<file path="config.mk">
export PLATFORM = sky130hd
export DESIGN_NAME = snd_mailbox
export DESIGN_NICKNAME = d
export VERILOG_FILES = /design/src/rtl/snd_mailbox_pkg.sv /design/src/rtl/mbox_cmd_path.sv /design/src/rtl/mbox_reply_path.sv /design/src/rtl/mbox_port_drive.sv /design/src/rtl/snd_mailbox.sv
export SDC_FILE = /design/constraint.sdc
export NUM_CORES = 1
export LEC_CHECK = 0
export CORE_MARGIN = 5
export CORE_UTILIZATION = 42
export DETAILED_ROUTE_END_ITERATION = 8
export PLACE_DENSITY = 0.86
export SLEW_MARGIN = 15
export SYNTH_ARGS = -nofsm -noshare
export SYNTH_HDL_FRONTEND = slang
export SYNTH_SLANG_ARGS = --single-unit
</file>
<file path="constraint.sdc">
create_clock -name clk -period 2.7 [get_ports clk]
set_input_delay 0.675 -clock clk [delete_from_list [all_inputs] [get_ports clk]]
set_output_delay 0.675 -clock clk [all_outputs]
set_load 0.02 [all_outputs]
</file>
<file path="src/rtl/snd_mailbox_pkg.sv">
package snd_mailbox_pkg;
    localparam int MBOX_W = 8;

    typedef logic [MBOX_W-1:0] mbox_byte_t;

    typedef struct packed {
        mbox_byte_t cmd;
        logic       wr_seen;
        logic       notify;
    } cmd_state_t;

    typedef struct packed {
        mbox_byte_t reply;
    } reply_state_t;
endpackage

</file>
<file path="src/rtl/mbox_cmd_path.sv">
module mbox_cmd_path
    import snd_mailbox_pkg::*;
(
    input  logic       clk,
    input  logic       rst_n,
    input  logic       wr_active,
    input  mbox_byte_t wdata,
    input  logic       clr,
    output mbox_byte_t cmd,
    output logic       notify
);
    cmd_state_t st_q, st_d;
    logic       onset;

    always_comb begin
        st_d         = st_q;
        onset        = wr_active && !st_q.wr_seen;
        st_d.wr_seen = wr_active;
        st_d.notify  = onset;
        if (clr)
            st_d.cmd = '0;
        else if (onset)
            st_d.cmd = wdata;
    end

    always_ff @(posedge clk) begin
        if (!rst_n)
            st_q <= '0;
        else
            st_q <= st_d;
    end

    assign cmd    = st_q.cmd;
    assign notify = st_q.notify;
endmodule

</file>
<file path="src/rtl/mbox_reply_path.sv">
module mbox_reply_path
    import snd_mailbox_pkg::*;
(
    input  logic       clk,
    input  logic       rst_n,
    input  logic       wr_active,
    input  mbox_byte_t wdata,
    output mbox_byte_t reply
);
    reply_state_t st_q, st_d;

    always_comb begin
        st_d = st_q;
        if (wr_active)
            st_d.reply = wdata;
    end

    always_ff @(posedge clk) begin
        if (!rst_n)
            st_q <= '0;
        else
            st_q <= st_d;
    end

    assign reply = st_q.reply;
endmodule

</file>
<file path="src/rtl/mbox_port_drive.sv">
module mbox_port_drive
    import snd_mailbox_pkg::*;
(
    input  logic       en,
    input  mbox_byte_t data,
    output logic       oe,
    output mbox_byte_t rdata
);
    assign oe    = en;
    assign rdata = en ? data : '0;
endmodule

</file>
<file path="src/rtl/snd_mailbox.sv">
module snd_mailbox
    import snd_mailbox_pkg::*;
(
    input  logic              clk,
    input  logic              rst_n,
    input  logic              host_sel,
    input  logic              host_rw,
    input  logic              host_uds_n,
    input  logic [MBOX_W-1:0] host_wdata,
    output logic [MBOX_W-1:0] host_rdata,
    output logic              host_oe,
    input  logic              snd_rd_n,
    input  logic              snd_wr_n,
    input  logic [MBOX_W-1:0] snd_wdata,
    output logic [MBOX_W-1:0] snd_rdata,
    output logic              snd_oe,
    input  logic              cmd_clr,
    output logic              cmd_notify
);
    logic       host_wr, host_rd;
    mbox_byte_t cmd_byte, reply_byte;

    assign host_wr = host_sel && !host_rw && !host_uds_n;
    assign host_rd = host_sel &&  host_rw && !host_uds_n;

    mbox_cmd_path u_cmd (
        .clk       (clk),
        .rst_n     (rst_n),
        .wr_active (host_wr),
        .wdata     (host_wdata),
        .clr       (cmd_clr),
        .cmd       (cmd_byte),
        .notify    (cmd_notify)
    );

    mbox_reply_path u_reply (
        .clk       (clk),
        .rst_n     (rst_n),
        .wr_active (!snd_wr_n),
        .wdata     (snd_wdata),
        .reply     (reply_byte)
    );

    mbox_port_drive u_snd_drv (
        .en    (!snd_rd_n),
        .data  (cmd_byte),
        .oe    (snd_oe),
        .rdata (snd_rdata)
    );

    mbox_port_drive u_host_drv (
        .en    (host_rd),
        .data  (reply_byte),
        .oe    (host_oe),
        .rdata (host_rdata)
    );
endmodule

</file>
; Yosys cells after proc, flatten, opt, wreduce, memory -nomap -nowiden
; Cells that the tools add are included.
[word_totals]
register_bits = 18
elab_cells = 17
[op_classes]
n_mux = 2
bitwise_logic = 1
n_reduce_logical = 10
[ops]
columns = op, n
row1 = $mux 8, 2
row2 = $logic_and 1x1->1, 5
row3 = $logic_not 1->1, 4
row4 = $reduce_or 2->1, 1
row5 = $not 1->1, 1

; Logic depth before layout (Yosys ltp)
[depth]
ltp_word = 4
mapped_depth = 3
depth_no_buf = 2

; Cells and area by module
; From an unflattened synthesis, not the netlist that was laid out.
[unflattened]
hier_cells = 97
area_unflattened_um2 = 853.3
[modules_own_cells]
columns = mod, instances, cells_each, area_each_um2
row1 = mbox_cmd_path, 1, 50, 407.9
row2 = mbox_reply_path, 1, 25, 301.5
row3 = mbox_port_drive, 2, 9, 57.6
row4 = snd_mailbox, 1, 4, 28.8

; Least setup slack after synthesis
; Ideal clock, no wire load.
[synth_timing]
path_type = input to output
from = input port host_uds_n
to = output port host_rdata[0]
arrival_ps = 1301
required_ps = 2025
slack_ps = 724
path_stages = 3
cell_sequence = and3b_1 > buf_2 > and2_1
[synth_between]
elab_chain_cells = 3
[synth_rtl]
columns = element, line
row1 = start: declaration, snd_mailbox.sv:8  ; input logic host_uds_n,
row2 = $logic_not 1->1, snd_mailbox.sv:24  ; assign host_rd = host_sel && host_rw && !host_uds_n;
row3 = $logic_and 1x1->1, snd_mailbox.sv:24
row4 = named net host_oe, snd_mailbox.sv:11  ; output logic host_oe,
row5 = $mux 8, mbox_port_drive.sv:10  ; assign rdata = en ? data : '0;
row6 = end: declaration, snd_mailbox.sv:10  ; output logic [MBOX_W-1:0] host_rdata,
; The timed path passes the listed nets, and every way through them passes these cells.

; Worst setup path after layout
[layout_timing]
from = input port host_uds_n
to = output port host_rdata[2]
[layout_between]
elab_chain_cells = 3
[layout_rtl]
columns = element, line
row1 = $logic_not 1->1, snd_mailbox.sv:24
row2 = $logic_and 1x1->1, snd_mailbox.sv:24
row3 = $mux 8, mbox_port_drive.sv:10
; Every way passes these cells.

==> summary.txt <==
Outcome
  • Status: completed

Yosys
  • Top-area cell type share of the netlist area: 40.79%
  • Post-synthesis instance total: 85
  • Synth cell types: 14
  • Number of synthesized flops with an enable pin: 0
  • Register area share after synthesis: 40.79%
  • Leading area contributor after synthesis: dfxtp_1
  • YS warnings: 0
  • Synth Register Bits: 18
  • Predominant post-synthesis flop cell: dfxtp_1
  • Syn nets: 109
  • Mapped cell area: 883.3 um^2
  • Avg Inst Size Synth: 10.39 um^2
  • Most frequent cell after synthesis: dfxtp_1
  • Post-synth top cells: dfxtp_1 (18), nor2b_1 (17), mux2i_1 (16), nand3b_1 (16), and2_1 (8)
  • FFs w/ async S/R, synth: 0%
  • Area contributors post-synth: dfxtp_1 (41%), mux2i_1 (18%), nand3b_1 (14%), nor2b_1 (12%), and2_1 (5.7%)

Global routing
  • Antenna violations before repair: 0
  • Global-route wire length before repair: 3484 um
  • Vias in the first global route: 760
  • Pin count of the biggest net entering global routing: 17
  • GRT Overall Usage: 13.99%
  • Global route total overflow: 0

Pwr
  • Power density cells: 393.7 mW/mm^2
  • Max rail drop VDD: 0.2459 mV
  • Pwr Total: 0.5365 mW
  • P_leak: 0.5641 nW

Clock tree
  • Clock Tree Buf Depth: 2
  • CTS root buffer: clkbuf_4
  • Max H-tree Level: 1
  • CTS tree: yes
  • Worst-Skew Late Latency: 0.29 ns
  • CTS clk-pin slew, worst paths: 0.10 ns
  • Clk sink count: 18
  • CTS buffer count: 3

Final layout
  • Fin nets: 155
  • Ratio of cells with drive above 1 in the final layout: 9.231%
  • Number of fill cells: 166
  • Post-layout util: 68.75%
  • Area growth from synthesis to layout: 54.25%
  • N_diodes: 0
  • Post-Layout Cell Count: 157

Placement
  • PortBufs: 42
  • Routability cong.: 0.7143
  • DP Worst Slack: -0.2284 ns
  • Placed insts: 153

Floorplanning
  • Die Height: 55.86 um
  • Die width: 55.86 um
  • Core area: 0.001982 mm^2
  • Initial Util: 44.57%
  • Die area: 0.003120 mm^2
  • Num ports: 43
  • Row count: 16

Drt
  • DRT Pass-1 Iters: 4
  • Starting DRT DRC Count: 7
  • Vias per Instance: 4.688
  • Met2 routed WL: 966 um
  • DRC viols: 0
  • Vias: 736
  • Met1 wire length: 924 um
  • Number of nets with antenna violations after routing: 0
  • Final WL: 2067 um
  • Post-DR wirelength/cell: 13.17 um
  • Top Metal Used: met4
  • Metal3 WL: 166 um

Worst setup path
  • CP Max Fanout: 9
  • WP data required: 2.03 ns
  • Critical-path cell list: clkdlybuf4s50_1 -> and3b_2 -> and2_1 -> dlygate4sd2_1
  • Critical path arrival: 1.92 ns
  • WP buf/inv: 2
  • CP endpoint kind: output pin
  • Worst path max stage delay: 0.50 ns
  • Startpoint type of the worst setup path: primary input
  • CP top delay family: buffers and inverters
  • Critical path type: in -> out
  • Slowest cell on crit path: clkdlybuf4s50_1

Timing
  • Fin crit period: 2.593 ns
  • Slew Viols, Final: 0
  • Fmax: 385.7 MHz
  • Worst-Margin Slew: 0.4412 ns
  • Final Hold Fails: 0
  • Final WS setup: 0.1073 ns
  • Rel. slew slack: 70.49%
  • Setup Skew: 0.005959 ns
  • Fin crit share: 96.03%
  • Final setup vio count: 0
  • RSZ-0062 raised after global routing: no

Job
  • Max Cap Violations: 0

Worst hold path
  • HP Class: reg -> reg
cells in the final DEF (no fill, tap or decap):
master	instances
nor4b_4	1
clkdlybuf4s50_1	32
mux2i_1	16
and3b_2	1
clkbuf_8	1
dlygate4sd2_1	10
and4bb_2	1
nor2b_1	17
and2_1	8
nand3b_1	16
clkbuf_4	3
dfxtp_1	18
inv_1	1
buf_4	5
timing repair:
action | 4_1_cts | 5_1_grt
setup endpoints to repair | 17 | 0
buffers inserted | 0 | 0
hold buffers | 0 | 0
gates resized for setup | 11 | 0
hold endpoints to repair | 0 | 0
registers in the layout, indices dropped and copies added (netlist names):
signal and cells:
u_reply.reply 8, u_cmd.cmd 8, u_cmd.notify 1, u_cmd.st_q 1
final cells by class:
cell class              instances  area (um^2)  share of cell area, %
repair buffers                 47        445.4                  32.69
multi-input cells              60        483.0                  35.45
flip-flops and latches         18        360.3                  26.45
clock buffers                   4        36.28                  2.663
inverters                       1        3.754                 0.2755
well taps                      27        33.78                  2.479
per-layer routing:
layer | vias to the layer above | global-route usage (%)
met5 | - | 0
met4 | 0 | 6.102
met3 | 2 | 4.640
met2 | 32 | 22.97
met1 | 323 | 16.53
li1 | 379 | -
metrics by stage:
step / instance area (um^2) / setup TNS (ns) / hold slack (ns)
3_5_place_dp: 1338 / -2.192 / 0.4599
2_1_floorplan: 883.3 / 0 / 0.4389
4_1_cts: 1363 / 0 / 0.4840
6_report: 1363 / 0 / 0.4815
5_1_grt: 1363 / 0 / 0.5123
3_3_place_gp: 1338 / -1.635 / 0.4516
path summary, 6_finish.rpt:
check / startpoint / endpoint / slack [ns] / depth (start not counted)
max: host_uds_n / host_rdata[2] / 0.11 / 4
min: u_cmd.st_q[1] / u_cmd.notify / 0.48 / 1
max reg2reg: u_cmd.st_q[1] / u_cmd.cmd[4] / 1.60 / 3
min reg2reg: u_cmd.st_q[1] / u_cmd.notify / 0.48 / 1
cells by family after synthesis:
| logic type | synth area share [%] |
|---|---|
| multiplexers | 18.13 |
| buffers and inverters | 4.673 |
| AND/OR/NAND/NOR | 36.40 |
| flip-flops | 40.79 |
power breakdown:
group	leakage (nW)	switching (mW)	internal (mW)
clock	0.0210	0.0807	0.0821
combinational	0.396	0.0360	0.0586
sequential	0.147	0.00416	0.275
total	0.564	0.121	0.416
Note: power is estimated with default switching activity, not from simulation.
